## src/rtl/spi_cmd_pkg.sv

```systemverilog
package spi_cmd_pkg;
  localparam int WORD_W    = 16;
  localparam int CODE_W    = 4;
  localparam int MAJ_W     = 3;
  localparam int MIN_W     = 6;
  localparam int CMD_CONF  = 1;
  localparam int CMD_DIVTR = 2;
  localparam int CMD_THR   = 3;
  localparam int MAJ_OFF   = 7;

  typedef enum logic [1:0] {
    WR_NONE = 2'd0,
    WR_CONF = 2'd1,
    WR_DIVT = 2'd2,
    WR_THR  = 2'd3
  } wr_sel_e;
endpackage

```

## src/rtl/spi_cmd_sync.sv

```systemverilog
module spi_cmd_sync #(
  parameter int          WIDTH   = 3,
  parameter int          STAGES  = 2,
  parameter logic [WIDTH-1:0] RST_VAL = '0
) (
  input  logic             clk_i,
  input  logic             rst_ni,
  input  logic [WIDTH-1:0] d_i,
  output logic [WIDTH-1:0] q_o
);
  logic [STAGES-1:0][WIDTH-1:0] st_q;

  always_ff @(posedge clk_i or negedge rst_ni) begin
    if (!rst_ni) begin
      for (int i = 0; i < STAGES; i++) st_q[i] <= RST_VAL;
    end else begin
      st_q[0] <= d_i;
      for (int i = 1; i < STAGES; i++) st_q[i] <= st_q[i-1];
    end
  end

  assign q_o = st_q[STAGES-1];
endmodule

```

## src/rtl/spi_cmd_frame.sv

```systemverilog
module spi_cmd_frame #(
  parameter int WORD_W = 16
) (
  input  logic              clk_i,
  input  logic              rst_ni,
  input  logic              sck_i,
  input  logic              mosi_i,
  input  logic              cs_n_i,
  output logic [WORD_W-1:0] word_o,
  output logic              word_vld_o
);
  localparam int CNT_MAX = WORD_W + 1;
  localparam int CNT_W   = $clog2(CNT_MAX + 1);

  logic              sck_q, cs_n_q;
  logic [WORD_W-1:0] shift_q, shift_d;
  logic [CNT_W-1:0]  cnt_q, cnt_d;
  logic              sck_rise, cs_rise, cs_fall, capture, commit;

  assign sck_rise = sck_i & ~sck_q;
  assign cs_rise  = cs_n_i & ~cs_n_q;
  assign cs_fall  = ~cs_n_i & cs_n_q;
  // selection judged on the previous cycle so a bit coincident with release counts
  assign capture  = sck_rise & ~cs_n_q;

  always_comb begin
    shift_d = shift_q;
    cnt_d   = cnt_q;
    if (cs_fall) begin
      cnt_d = '0;
    end else if (capture) begin
      shift_d = {shift_q[WORD_W-2:0], mosi_i};
      if (cnt_q != CNT_W'(CNT_MAX)) cnt_d = cnt_q + 1'b1;
    end
  end

  assign commit = cs_rise & (cnt_d == CNT_W'(WORD_W));

  always_ff @(posedge clk_i or negedge rst_ni) begin
    if (!rst_ni) begin
      sck_q      <= 1'b0;
      cs_n_q     <= 1'b1;
      shift_q    <= '0;
      cnt_q      <= '0;
      word_o     <= '0;
      word_vld_o <= 1'b0;
    end else begin
      sck_q      <= sck_i;
      cs_n_q     <= cs_n_i;
      shift_q    <= shift_d;
      cnt_q      <= cnt_d;
      word_vld_o <= commit;
      if (commit) word_o <= shift_d;
    end
  end


  commit_on_release_chk: assert property (@(posedge clk_i) disable iff (!rst_ni)
    word_vld_o |-> $past(cs_n_i));

  cnt_bound_chk: assert property (@(posedge clk_i) disable iff (!rst_ni)
    cnt_q <= CNT_W'(CNT_MAX));

  vld_single_chk: assert property (@(posedge clk_i) disable iff (!rst_ni)
    word_vld_o |=> !word_vld_o);
endmodule

```

## src/rtl/spi_cmd_regs.sv

```systemverilog
module spi_cmd_regs
  import spi_cmd_pkg::*;
#(
  parameter int WORD_W   = 16,
  parameter int CODE_W   = 4,
  parameter int MAJ_W    = 3,
  parameter int MIN_W    = 6,
  parameter bit HF_BUILD = 1'b0
) (
  input  logic                  clk_i,
  input  logic                  rst_ni,
  input  logic [WORD_W-1:0]     word_i,
  input  logic                  word_vld_i,
  output logic [MAJ_W-1:0]      major_o,
  output logic [MIN_W-1:0]      minor_o,
  output logic [WORD_W-CODE_W-1:0] divisor_o,
  output logic [WORD_W-CODE_W-1:0] threshold_o,
  output logic                  trace_en_o,
  output logic                  upd_o
);
  localparam int PAY_W = WORD_W - CODE_W;

  logic [CODE_W-1:0] code;
  logic [PAY_W-1:0]  payload;
  wr_sel_e           sel;
  logic              we_div, we_trace;

  assign code    = word_i[WORD_W-1 -: CODE_W];
  assign payload = word_i[PAY_W-1:0];

  always_comb begin
    sel = WR_NONE;
    if (word_vld_i) begin
      if (code == CODE_W'(CMD_CONF))       sel = WR_CONF;
      else if (code == CODE_W'(CMD_DIVTR)) sel = WR_DIVT;
      else if (code == CODE_W'(CMD_THR))   sel = WR_THR;
    end
  end

  generate
    if (HF_BUILD) begin : g_hf
      assign we_div   = 1'b0;
      assign we_trace = (sel == WR_DIVT);
    end else begin : g_lf
      assign we_div   = (sel == WR_DIVT);
      assign we_trace = 1'b0;
    end
  endgenerate

  always_ff @(posedge clk_i or negedge rst_ni) begin
    if (!rst_ni) begin
      major_o     <= MAJ_W'(MAJ_OFF);
      minor_o     <= '0;
      divisor_o   <= '0;
      threshold_o <= '0;
      trace_en_o  <= 1'b0;
      upd_o       <= 1'b0;
    end else begin
      upd_o <= (sel != WR_NONE);
      if (sel == WR_CONF) begin
        major_o <= payload[MIN_W +: MAJ_W];
        minor_o <= payload[MIN_W-1:0];
      end
      if (we_div)          divisor_o   <= payload;
      if (we_trace)        trace_en_o  <= payload[0];
      if (sel == WR_THR)   threshold_o <= payload;
    end
  end


  unknown_code_chk: assert property (@(posedge clk_i) disable iff (!rst_ni)
    (word_vld_i && !(word_i[WORD_W-1 -: CODE_W] inside {4'd1, 4'd2, 4'd3}))
    |=> ($stable(major_o) && $stable(minor_o) && $stable(divisor_o) &&
         $stable(threshold_o) && $stable(trace_en_o) && !upd_o));

  upd_source_chk: assert property (@(posedge clk_i) disable iff (!rst_ni)
    upd_o |-> $past(word_vld_i));

  single_target_chk: assert property (@(posedge clk_i) disable iff (!rst_ni)
    $onehot0({we_div, we_trace}));
endmodule

```

## src/rtl/spi_cmd_rx.sv

```systemverilog
module spi_cmd_rx
  import spi_cmd_pkg::*;
#(
  parameter int SYNC_STAGES = 2,
  parameter bit HF_BUILD    = 1'b0
) (
  input  logic        clk_i,
  input  logic        rst_ni,
  input  logic        sck_i,
  input  logic        mosi_i,
  input  logic        cs_n_i,
  output logic [2:0]  major_o,
  output logic [5:0]  minor_o,
  output logic [11:0] divisor_o,
  output logic [11:0] threshold_o,
  output logic        trace_en_o,
  output logic        mode_off_o,
  output logic        upd_o
);
  logic [2:0]        pins_s;
  logic [WORD_W-1:0] word;
  logic              word_vld;

  spi_cmd_sync #(
    .WIDTH   (3),
    .STAGES  (SYNC_STAGES),
    .RST_VAL (3'b100)
  ) u_sync (
    .clk_i  (clk_i),
    .rst_ni (rst_ni),
    .d_i    ({cs_n_i, sck_i, mosi_i}),
    .q_o    (pins_s)
  );

  spi_cmd_frame #(
    .WORD_W (WORD_W)
  ) u_frame (
    .clk_i      (clk_i),
    .rst_ni     (rst_ni),
    .sck_i      (pins_s[1]),
    .mosi_i     (pins_s[0]),
    .cs_n_i     (pins_s[2]),
    .word_o     (word),
    .word_vld_o (word_vld)
  );

  spi_cmd_regs #(
    .WORD_W   (WORD_W),
    .CODE_W   (CODE_W),
    .MAJ_W    (MAJ_W),
    .MIN_W    (MIN_W),
    .HF_BUILD (HF_BUILD)
  ) u_regs (
    .clk_i       (clk_i),
    .rst_ni      (rst_ni),
    .word_i      (word),
    .word_vld_i  (word_vld),
    .major_o     (major_o),
    .minor_o     (minor_o),
    .divisor_o   (divisor_o),
    .threshold_o (threshold_o),
    .trace_en_o  (trace_en_o),
    .upd_o       (upd_o)
  );

  assign mode_off_o = (major_o == 3'(MAJ_OFF));


  conf_from_word_chk: assert property (@(posedge clk_i) disable iff (!rst_ni)
    (word_vld && word[15:12] == 4'd1) |=> (major_o == $past(word[8:6]) && minor_o == $past(word[5:0])));

  thr_from_word_chk: assert property (@(posedge clk_i) disable iff (!rst_ni)
    (word_vld && word[15:12] == 4'd3) |=> (threshold_o == $past(word[11:0])));
endmodule

```

## config.mk

```make
export PLATFORM = sky130hd
export DESIGN_NAME = spi_cmd_rx
export DESIGN_NICKNAME = d
export VERILOG_FILES = /design/src/rtl/spi_cmd_pkg.sv /design/src/rtl/spi_cmd_sync.sv /design/src/rtl/spi_cmd_frame.sv /design/src/rtl/spi_cmd_regs.sv /design/src/rtl/spi_cmd_rx.sv
export SDC_FILE = /design/constraint.sdc
export NUM_CORES = 1
export LEC_CHECK = 0
export BUFFER_PORTS_ARGS = -buffer_cell sky130_fd_sc_hd__buf_2
export CAP_MARGIN = 25
export CORE_ASPECT_RATIO = 1.75
export CORE_MARGIN = 8
export CORE_UTILIZATION = 57
export DETAILED_ROUTE_END_ITERATION = 10
export GPL_TIMING_DRIVEN = 1
export PLACE_DENSITY = 0.79
export SYNTH_ARGS = -nofsm -noshare
export SYNTH_HDL_FRONTEND = slang
export SYNTH_SLANG_ARGS = --single-unit
```

## constraint.sdc

```tcl
create_clock -name clk_i -period 4.73 [get_ports clk_i]
set_clock_uncertainty 0.15 [all_clocks]
set_input_delay 0.473 -clock clk_i [delete_from_list [all_inputs] [get_ports clk_i]]
set_output_delay 0.473 -clock clk_i [all_outputs]
set_load 0.1 [all_outputs]
```

==> After elaboration in Yosys (flattened, before gate mapping) <==
Cells that the tools add are included.
{ "totals": {"inputBits": 5, "wordCells": 41, "regBits": 80, "out_inout_bits": 36} }
{ "classes": {"bitwise_logic": 8, "add_sub_neg": 1, "n_eq_ne": 9, "n_reduce_logical": 1, "n_mux": 9} }
{ "op_table": {"columns": ["operator", "count"], "rows": [
  ["$mux 16", 2],
  ["$mux 5", 3],
  ["$eq 4x2->1 const B", 2],
  ["$mux 2", 4],
  ["$add 5x1->5 const B", 1],
  ["$and 1x1->1", 5],
  ["$eq 5x5->1 const B", 1],
  ["$ne 5x5->1 const B", 1],
  ["$eq 2x2->1 const B", 2],
  ["$eq 4x1->1 const B", 1],
  ["$eq 3x3->1 const B", 1],
  ["$not 1->1", 3],
  ["$eq 2x1->1 const B", 1],
  ["$reduce_bool 2->1", 1]
]} }

==> Depth between registers and ports, before layout <==
Gate-level depths: netlist of run 1.
{ "depth": {"ltp_word": 7, "mapped_depth": 9, "mapped_depth_nobuf": 8} }

==> Modules after synthesis <==
From an unflattened synthesis of run 1, not the netlist that was laid out.
{ "unflattened": {"hier_cells": 186, "hier_area_um2": 3234.4} }
{ "modules_own_cells": {"columns": ["module", "n_inst", "cells_each", "seq_area_each_um2", "area_each_um2"], "rows": [
  ["spi_cmd_frame", 1, 100, 1002.2, 1649.1],
  ["spi_cmd_regs", 1, 76, 854.6, 1403.8],
  ["spi_cmd_sync", 1, 9, 152.6, 175.2],
  ["spi_cmd_rx", 1, 1, 0.0, 6.3]
]} }

==> Least setup slack after synthesis of run 1 <==
Ideal clock, no wire load.
{ "synth_path": {"path_kind": "flip-flop to output port", "start": "register u_regs.major_o[1]", "end": "output port mode_off_o", "stages_incl_launch_ff": 2, "t_required_ps": 4107, "slack_ps": 2385, "t_arrival_ps": 1722, "path_buffers": 0, "path_cell_list": "dfstp_2 -> and3_1"} }
{ "synth_via": {"elab_chain_len": 1} }
{ "synth_lines": {"columns": ["element", "line_no", "source"], "rows": [
  ["from (decl)", "spi_cmd_regs.sv:14", "output logic [MAJ_W-1:0] major_o,"],
  ["from (signal assigned)", "spi_cmd_regs.sv:52", "major_o <= MAJ_W'(MAJ_OFF);"],
  ["from (signal assigned)", "spi_cmd_regs.sv:61", "major_o <= payload[MIN_W +: MAJ_W];"],
  ["$eq 3x3->1", "spi_cmd_rx.sv:66", "assign mode_off_o = (major_o == 3'(MAJ_OFF));"],
  ["to (decl)", "spi_cmd_rx.sv:17", "output logic mode_off_o,"]
]} }
Every way passes these cells.

==> Worst setup path after layout of run 1 <==
{ "layout_path": {"start": "register u_frame.cs_n_q", "end": "register u_frame.word_o[6]"} }
{ "layout_via": {"elab_chain_len": 6} }
{ "layout_lines": {"columns": ["element", "line_no", "source"], "rows": [
  ["from (decl)", "spi_cmd_frame.sv:15", "logic sck_q, cs_n_q;"],
  ["from (signal assigned)", "spi_cmd_frame.sv:49", "cs_n_q <= cs_n_i;"],
  ["$not 1->1", "spi_cmd_frame.sv:21, spi_cmd_frame.sv:24", null],
  ["$and 1x1->1", "spi_cmd_frame.sv:24", "assign capture = sck_rise & ~cs_n_q;"],
  ["$mux 5", "spi_cmd_frame.sv:31", "end else if (capture) begin"],
  ["$mux 5", "spi_cmd_frame.sv:29", "if (cs_fall) begin"],
  ["$eq 5x5->1", "spi_cmd_frame.sv:37", "assign commit = cs_rise & (cnt_d == CNT_W'(WORD_W));"],
  ["$and 1x1->1", "spi_cmd_frame.sv:37", null],
  ["to (signal assigned)", "spi_cmd_frame.sv:53", "if (commit) word_o <= shift_d;"],
  ["to (decl)", "spi_cmd_frame.sv:9", "output logic [WORD_W-1:0] word_o,"]
]} }
Parallel ways exist; a longest one is shown, timed or not.
A chain may end at the register's enable or synchronous reset.

==> results of run 1 <==
[power by group through the flow]
stage | combinational, mW | clock, mW | sequential, mW
2_1_floorplan | 0.0610 | 0 | 0.753
3_3_place_gp | 0.0814 | 0 | 0.760
3_5_place_dp | 0.0858 | 0 | 0.762
4_1_cts | 0.0858 | 0.516 | 0.749
5_1_grt | 0.0980 | 0.536 | 0.753
6_report | 0.0885 | 0.504 | 0.748
[cell families (layout without fill, tap and decap cells)]
kind of cell	Yosys count	after routing	share of synthesized area [%]
compound gates	7	7	2.437
xor+xnor	3	3	0.8391
fa+ha+maj	2	2	0.7989
buf+inv	9	61	1.558
flops	80	80	64.16
mux	66	66	24.77
other cells	1	1	0.1197
simple gates	24	24	5.314
[worst max-delay path by stage]
stage | start | to | cells after the start
global route | u_frame.sck_q | u_frame.word_o[1] | 7
detailed placement | u_frame.sck_q | u_frame.word_o[5] | 6
global placement | u_frame.sck_q | u_frame.word_o[1] | 6
finish | u_frame.cs_n_q | u_frame.word_o[6] | 5
floorplan | u_regs.major_o[1] | mode_off_o | 1
CTS | u_frame.sck_q | u_frame.word_o[5] | 6
[cell type report]
| type | count | area, um^2 | area share [%] |
|---|---|---|---|
| sequential | 80 | 2009 | 55.17 |
| multi-input combinational | 103 | 1074 | 29.47 |
| timing repair buffer | 43 | 257.7 | 7.077 |
| clock buffer | 9 | 123.9 | 3.401 |
| tap | 74 | 92.59 | 2.542 |
| clock inverter | 7 | 77.57 | 2.130 |
| inverter | 2 | 7.507 | 0.2061 |
[layout by cell type (no fill, tap or decap), drive strengths merged, types with 2 or more instances in the layout]
master / synthesis / layout
clkinv: 0 / 2
inv: 2 / 5
nand2: 5 / 5
dfstp: 6 / 6
xor2: 3 / 3
dfrtp: 74 / 74
a21oi: 2 / 2
nor2b: 2 / 2
ha: 2 / 2
nand4: 3 / 3
buf: 5 / 42
mux2: 65 / 65
clkbuf: 2 / 9
o21ai: 2 / 2
nor3b: 3 / 3
nor2: 6 / 6
[synthesized netlist by cell type, drive strengths merged]
| cell | count |
|---|---|
| dfrtp | 74 |
| a21oi | 2 |
| nand3 | 1 |
| nand3b | 1 |
| nor2 | 6 |
| nand2b | 1 |
| ha | 2 |
| mux2i | 1 |
| nor2b | 2 |
| xor2 | 3 |
| buf | 5 |
| o21ai | 2 |
| o32a | 1 |
| and3 | 1 |
| a2111oi | 1 |
| nand2 | 5 |
| dfstp | 6 |
| inv | 2 |
| clkbuf | 2 |
| nand4 | 3 |
| nor3b | 3 |
| o21a | 1 |
| conb | 1 |
| mux2 | 65 |
| nand4bb | 1 |
[critical path: cells and delay by family (launching register included)]
family,cells,cell delay (ns)
and+or+nand+nor,1,0.52
DFF,1,0.57
AOI/OAI and AO/OA,3,0.83
muxes,1,0.37
[state kept, by name (all words and copies together), names as in the netlist]
name	count
u_frame.cnt_q	5
u_frame.word_o	16
u_frame.cs_n_q	1
u_regs.upd_o	1
u_regs.minor_o	6
u_frame.shift_q	16
u_sync.st_q	3
u_frame.word_vld_o	1
u_sync.q_o	3
u_regs.threshold_o	12
u_regs.divisor_o	12
u_regs.major_o	3
u_frame.sck_q	1
[stage by stage]
stage          power (mW)  worst slack [ns]  hold slack, ns  instance area [um^2]  util (%)
2_1_floorplan      0.8144             2.385         0.02741                  3132         -
3_3_place_gp       0.8409             1.761          0.1863                  3388     63.94
3_5_place_dp       0.8474             1.673          0.1959                  3388     63.94
4_1_cts             1.350             1.632         0.04726                  3590     67.75
5_1_grt             1.387             2.034         0.05980                  3642     68.74
6_report            1.340             2.170         0.06508                  3642     68.74
[what timing repair did]
item                      CTS  global route
gates resized for setup     0             0
hold buffers                0             1
hold endpoints to repair    0             1
[layer usage]
layer	GRT usage (%)	vias up
met5	0	-
met4	8.916	0
met3	3.772	8
met2	21.82	26
met1	15.60	888
li1	-	776
==> metrics.yaml, run 1 <==
run_status:
  status: "complete, no violations"
floorplanning:
  start_util_pct: 59.10
  core_mm2: 0.005299
  die_y_um: 114.1
  fp.dieW_um: 72.03
  num_rows: 35
  die-area_mm2: 0.008215
  io_pins: 41
timing:
  max_slew.worst_pin.slew_ns: 0.9380
  max_slew_margin_pct: 37.23
  final-max-slew-violation-count: 0
  tns_ns: 0
  max_freq_ghz: 0.3906
  rsz0062_at_grt: "no"
  period_share_pct: 54.13
  fin_crit_ns: 2.560
  finalSetupViolations: 0
  final_hold_viol_count: 0
min_path:
  min_from: "cs_n_i"
  whs_path_depth: 1
  min_path_type: "input pin to flop"
  whs_endpoint: "u_sync.st_q[2]"
route:
  vias: 1698
  top_layer_used: "met4"
  wl_met3_um: 164
  wl_met2_mm: 2.747
  firstDrtPassIters: 4
  wirelength_mm: 5.256
  drtIter0Drc: 77
  via_per_inst: 5.340
  routedWlPerCell_um: 16.53
  drc: 0
  met1_length_mm: 2.215
  final_antenna_net_count: 0
clock_network:
  clk_pin_slew_ns: 0.09
  clk_latency_ns: 0.34
  cts_setup_buffers: 0
  cts_inserted_buffers: 9
  tritoncts: "yes"
  clk_path_buf_depth: 2
  cts-root-buf: "clkbuf_8"
  htreeDepth: 3
  cts_sinks: 80
power_and_ir_drop:
  p_switching_mw: 0.3251
  vdd_drop_max_mv: 0.3645
  combPwrFrac_pct: 6.6
  power.internal_mw: 1.015
  seq_power_share_pct: 55.8
  swShare_pct: 24.26
  powerDensity_mw_per_mm2: 368.0
  p_leak_nw: 1.910
  clkPwrFrac_pct: 37.6
yosys:
  post-synth-top-area-fraction_pct: 59.13
  synth_largest_area_cell: "dfrtp_1"
  postSynthAreaPerCell_um2: 16.31
  synthTopCellsByArea: "dfrtp_1 (59%), mux2_2 (20%), dfstp_2 (5.0%), mux2_4 (4.3%), a2111oi_4 (0.88%)"
  ys_seq_area_share_pct: 64.16
  netlist_instances: 192
  netlist_area_mm2: 0.003132
  synth.net_count: 199
  post_synth_num_cell_types: 31
  yosysWarnings: 0
  ys_ff_latch: 80
critical_path:
  rr_endpoint: "u_frame.word_o[6]"
  ff2ff_setup_slack_ns: 2.17
  critPathSlowestCell: "dfstp_2"
  critical_path.max_fanout: 17
  start_kind: "flop"
  crit_required_ns: 4.81
  cpPeakStageDelay_ns: 0.57
  arrival_ns: 2.64
  cp_cell_sequence: "nor2b_1 -> a21oi_1 -> a2111oi_4 -> o21ai_4 -> mux2_4"
  timing.rr.start: "u_frame.cs_n_q"
  worstSetupPathType: "flop to flop"
  endpoint_kind: "flop"
  ff2ff_path_depth: 5
grt:
  grt_pass1_vias: 1822
  grt_pass1_wl_mm: 8.604
  grt_max_degree: 81
  antenna_found_initial: 0
  grt_remaining_overflow: 0
  track_usage_pct: 13.68
cells_and_area:
  drive_gt1_share_pct: 54.92
  fillers: 376
  fin_nets: 246
  n_antenna_cell: 0
  stdcell_count: 318
  syn2layout_area_growth_pct: 16.30
placement:
  routabilityCongestion: 0.7866
  dpl.hpwl_mm: 3.482
  numPortBuffers: 39
  dpl.cell_count: 299
job:
  cap_violations: 0
Power figures use the tool's default switching activity.
==> run 2: changes to the inputs <==
Settings changed: CORE_UTILIZATION 57 to 51, PLACE_DENSITY 0.79 to 0.75.
Clock period 4.73 ns to 2.1 ns, I/O delays scaled along.
==> run 2 against run 1 <==
Compared with the run above: cell count up 10%; clock power rose by 120%; highest routed layer unchanged; routed wire length up 11%; the run now ends with negative setup slack left; largest power group unchanged; worst hold slack improved by 0.14 ns; critical path depth increased by 3; largest cell class unchanged; sequential share of layout area shrank 3.5 points; sequential cell count unchanged.
==> metrics.yaml, run 2 (synthesis gave the netlist of run 1 again) <==
cells_and_area:
  syn2layout_area_growth_pct: 24.33
  finalInstanceArea_mm2: 0.003894
  drive_gt1_share_pct: 59.78
  utilization_pct: 63.98
  final_common_cell: "dfrtp_1"
  fin_nets: 273
  top_regs: "u_frame.shift_q (16), u_frame.word_o (16)"
  mostFrequentLayoutCells: "dfrtp_1 (73), mux2_2 (56), buf_2 (38)"
  n_antenna_cell: 0
  stdcell_count: 351
power_and_ir_drop:
  clkPwrFrac_pct: 36.8
  vdd_drop_max_mv: 0.6070
  seq_power_share_pct: 55.3
  power.internal_mw: 2.362
  swShare_pct: 22.12
  p_leak_nw: 2.040
  combPwrFrac_pct: 7.9
  powerDensity_mw_per_mm2: 778.8
  p_switching_mw: 0.6709
min_path:
  whs_path_depth: 0
  min_path_type: "flop to flop"
critical_path:
  ff2ff_path_depth: 8
  cpPeakStageDelay_ns: 0.39
  arrival_ns: 2.40
  critPathSlowestCell: "dfstp_2"
  crit_required_ns: 2.17
  ff2ff_setup_slack_ns: -0.22
  cp_top_family: "simple AND/OR/NAND/NOR gates"
  worstSetupPathType: "flop to flop"
  path_buf_inv: 2
  cp.depth: 8
  endpoint_kind: "flop"
  start_kind: "flop"
  critical_path.max_fanout: 5
  cp_cell_sequence: "nor3b_4 -> buf_6 -> nand4_1 -> xor2_2 -> a2111oi_4 -> buf_6 -> o21ai_4 -> mux2_4"
  cp_common_cell: "buf_6"
floorplanning:
  die-area_mm2: 0.009003
  die_y_um: 119.7
  io_pins: 41
  start_util_pct: 51.46
  core_mm2: 0.006086
  fp.dieW_um: 75.24
  num_rows: 38
placement:
  dpl-instance-area_mm2: 0.003555
  numPortBuffers: 39
  dpl.hpwl_mm: 3.790
  dpl.cell_count: 323
  routabilityCongestion: 0.8039
grt:
  track_usage_pct: 14.77
  grt_remaining_overflow: 0
  grt_pass1_vias: 1982
  antenna_found_initial: 0
  grt_pass1_wl_mm: 9.894
  grt_max_degree: 52
timing:
  rsz0062_at_grt: "yes"
  max_freq_ghz: 0.4306
  period_share_pct: 110.6
  max_slew.worst_pin.slew_ns: 0.6384
  finalSetupViolations: 17
  max_slew_margin_pct: 57.44
  tns_ns: -3.007
  fin_crit_ns: 2.322
  final_hold_viol_count: 0
  final-max-slew-violation-count: 0
  timing.final.ws_setup_ns: -0.2224
  holdWs_ns: 0.2034
run_status:
  status: "finished with violations"
  violations: "negative setup slack"
clock_network:
  cts_sinks: 80
  cts_inserted_buffers: 9
  cts-root-buf: "clkbuf_8"
  clk_path_buf_depth: 2
  htreeDepth: 3
  clk_latency_ns: 0.34
  tritoncts: "yes"
  clk_pin_slew_ns: 0.07
route:
  via_per_inst: 5.014
  final_antenna_net_count: 0
  vias: 1760
  firstDrtPassIters: 5
  routedWlPerCell_um: 16.60
  drtIter0Drc: 70
  drc: 0
  wirelength_mm: 5.827
job:
  cap_violations: 0
-- run 2: cell count changes in the layout (fill, tap and decap cells not counted), sizes merged --
cell | previous run | this run
buf | 42 | 64
clkinvlp | 1 | 0
dlygate4sd3 | 1 | 4
clkbuf | 9 | 13
o21ai | 2 | 4
inv | 5 | 2
-- run 2: worst paths after layout --
path,endpoint,start
max reg2reg,u_frame.word_o[6],u_frame.cs_n_q
min,u_sync.q_o[1],u_sync.st_q[1]
max,u_frame.word_o[6],u_frame.cs_n_q
min in group asynchronous,u_frame.word_o[12],rst_ni
max in group asynchronous,u_frame.word_o[1],rst_ni
min reg2reg,u_sync.q_o[1],u_sync.st_q[1]
-- run 2: layer usage --
metal | vias to the layer above | share of wire [%] | GRT usage (%)
met5 | - | 0 | 0
met4 | 0 | 2.3 | 8.475
met3 | 7 | 2.8 | 3.258
met2 | 27 | 53 | 23.48
met1 | 898 | 42 | 17.61
li1 | 828 | - | -
-- run 2: metrics by stage --
stage          worst slack (ns)  power [mW]
2_1_floorplan           -0.1807       1.838
3_3_place_gp            -0.2017       1.922
3_5_place_dp            -0.2810       1.936
4_1_cts                 -0.1877       3.069
5_1_grt                 -0.2934       3.158
6_report                -0.2224       3.033
-- run 2: layout make-up --
class,instances,area [um^2]
timing repair buffer,68,449.2
clock inverter,3,40.04
fill,467,2192
multi-input combinational,105,1127
inverter,2,7.507
clock buffer,13,158.9
sequential,80,2011
tap,80,100.1
-- run 2: repair_timing --
action	CTS	global route
endpoints found under the hold margin	47	0
endpoints found under the setup margin	17	16
resized for setup	5	2
setup buffers	3	3
pin swaps	2	1
gates cloned	2	0
hold buffers	4	0
-- run 2: power groups by stage --
stage	Combinational (mW)	Sequential, mW	Clock (mW)
2_1_floorplan	0.139	1.70	0
3_3_place_gp	0.218	1.70	0
3_5_place_dp	0.229	1.71	0
4_1_cts	0.240	1.68	1.15
5_1_grt	0.262	1.69	1.21
6_report	0.239	1.68	1.12
-- run 2: worst register-to-register path, cell delays in order (launching register included) --
cell,delay (ns)
dfstp_2,0.39
nor3b_4,0.27
buf_6,0.14
nand4_1,0.14
xor2_2,0.19
a2111oi_4,0.29
buf_6,0.19
o21ai_4,0.12
mux2_4,0.33
==> run 3: changes to the inputs <==
Settings changed: CORE_UTILIZATION 51 to 54.
Clock period 2.1 ns to 2.25 ns, I/O delays scaled along.
==> run 3 against run 2 <==
Compared with the run above: the run still ends with negative setup slack left; worst hold slack improved by 0.0035 ns; via count is 1.0% lower; non-clock buffer count down 2; total power decreased by 2.8%; worst setup slack gained 0.17 ns; critical path type unchanged; largest cell class unchanged; largest power group unchanged.
==> metrics.yaml, run 3 (synthesis gave the netlist of run 1 again) <==
route:
  firstDrtPassIters: 4
  drc: 0
  vias: 1742
  via_per_inst: 5.094
  drtIter0Drc: 66
  wirelength_mm: 5.548
  final_antenna_net_count: 0
  routedWlPerCell_um: 16.22
job:
  cap_violations: 0
critical_path:
  ff2ff_setup_slack_ns: -0.05
  ff2ff_path_depth: 7
  endpoint_kind: "flop"
  timing.rr.start: "u_frame.cs_n_q"
  start_kind: "flop"
  arrival_ns: 2.37
  worstSetupPathType: "flop to flop"
  critical_path.max_fanout: 17
  rr_endpoint: "u_frame.word_o[13]"
  crit_required_ns: 2.32
run_status:
  status: "finished with violations"
  violations: "negative setup slack"
clock_network:
  cts_inserted_buffers: 9
  cts_sinks: 80
  tritoncts: "yes"
  clk_path_buf_depth: 2
  clk_pin_slew_ns: 0.08
  cts-root-buf: "clkbuf_8"
  clk_latency_ns: 0.33
  htreeDepth: 3
floorplanning:
  io_pins: 41
  core_mm2: 0.005585
  die_y_um: 116.7
  num_rows: 36
  die-area_mm2: 0.008588
  start_util_pct: 56.07
  fp.dieW_um: 73.57
timing:
  finalSetupViolations: 16
  rsz0062_at_grt: "yes"
  max_slew.worst_pin.slew_ns: 0.5391
  final_hold_viol_count: 0
  fin_crit_ns: 2.302
  final-max-slew-violation-count: 0
  timing.final.ws_setup_ns: -0.05194
  max_freq_ghz: 0.4344
  period_share_pct: 102.3
  tns_ns: -0.4860
  max_slew_margin_pct: 64.06
  holdWs_ns: 0.2069
min_path:
  min_path_type: "flop to flop"
  whs_endpoint: "u_sync.q_o[1]"
  min_from: "u_sync.st_q[1]"
  whs_path_depth: 0
cells_and_area:
  top_regs: "u_frame.shift_q (16), u_frame.word_o (16)"
  mostFrequentLayoutCells: "dfrtp_1 (73), mux2_2 (56), buf_2 (38)"
  n_antenna_cell: 0
  seq_area_mm2: 0.002011
  utilization_pct: 69.13
  final_common_cell: "dfrtp_1"
  syn2layout_area_growth_pct: 23.29
  fin_nets: 269
  finalInstanceArea_mm2: 0.003861
  drive_gt1_share_pct: 59.40
  multi_input_area_mm2: 0.001094
  fillers: 428
power_and_ir_drop:
  p_leak_nw: 2.034
  powerDensity_mw_per_mm2: 763.5
  vdd_drop_max_mv: 0.6098
placement:
  routabilityCongestion: 0.8244
  dpl.hpwl_mm: 3.875
  dpl-instance-area_mm2: 0.003545
  numPortBuffers: 39
grt:
  track_usage_pct: 14.09
  grt_max_degree: 47
  antenna_found_initial: 0
  grt_remaining_overflow: 0
  grt_pass1_vias: 1926
  grt_pass1_wl_mm: 9.239
-- run 3: cell count changes in the layout (fill, tap and decap cells not counted), moves of 2 or more --
cell and change:
clkbuf_1 -2, o21ai_4 -2, clkinv_2 -2, buf_6 -2
-- run 3: what timing repair did --
| action | 4_1_cts | 5_1_grt |
|---|---|---|
| resized for setup | 2 | 1 |
| setup buffers | 2 | 1 |
| hold endpoints to repair | 41 | 0 |
| pin swaps | 1 | 0 |
| hold buffers | 4 | 0 |
| endpoints found under the setup margin | 16 | 16 |
-- run 3: worst max-delay path by stage --
stage	from	end
after detailed placement	u_frame.cnt_q[1]	u_frame.word_o[10]
after global routing	u_frame.cs_n_q	u_frame.word_o[13]
after floorplan	u_frame.cnt_q[1]	u_frame.word_o[10]
after global placement	u_frame.cnt_q[1]	u_frame.word_o[6]
after CTS	u_frame.cs_n_q	u_frame.word_o[13]
final	u_frame.cs_n_q	u_frame.word_o[13]
-- run 3: worst max-delay path, cell delays in order, from the launching register on --
cell	delay, ns
dfstp_2	0.57
nor3b_4	0.06
buf_4	0.14
o32a_1	0.32
a2111oi_4	0.36
o21ai_4	0.11
buf_12	0.17
mux2_4	0.30
-- run 3: power breakdown --
group	total (mW)	switching, mW	internal, mW
clock network	1.16	0.477	0.683
logic	0.221	0.111	0.110
registers	1.57	0.0423	1.52
total	2.95	0.630	2.32
-- run 3: per-stage QoR --
step	setup slack, ns	cells	power (mW)
after detailed placement	-0.1271	320	1.806
after CTS	-0.04103	341	2.983
after global routing	-0.1084	342	3.081
final	-0.05194	342	2.948
after global placement	-0.08534	320	1.798
after floorplan	-0.03067	192	1.715
-- run 3: layout make-up --
cell class	count	share of cell area (%)
clock inverter	4	1.977
clock buffer	11	3.921
inverter	2	0.1944
timing repair buffer	66	11.05
multi-input combinational	103	28.32
tap	76	2.463
sequential	80	52.07
-- run 3: metal layers --
metal,GRT usage (%),wire length (um),vias to the layer above
met5,0,0,-
met4,6.040,63,0
met3,3.697,165,6
met2,23.19,2937,34
met1,16.78,2382,895
li1,-,-,807
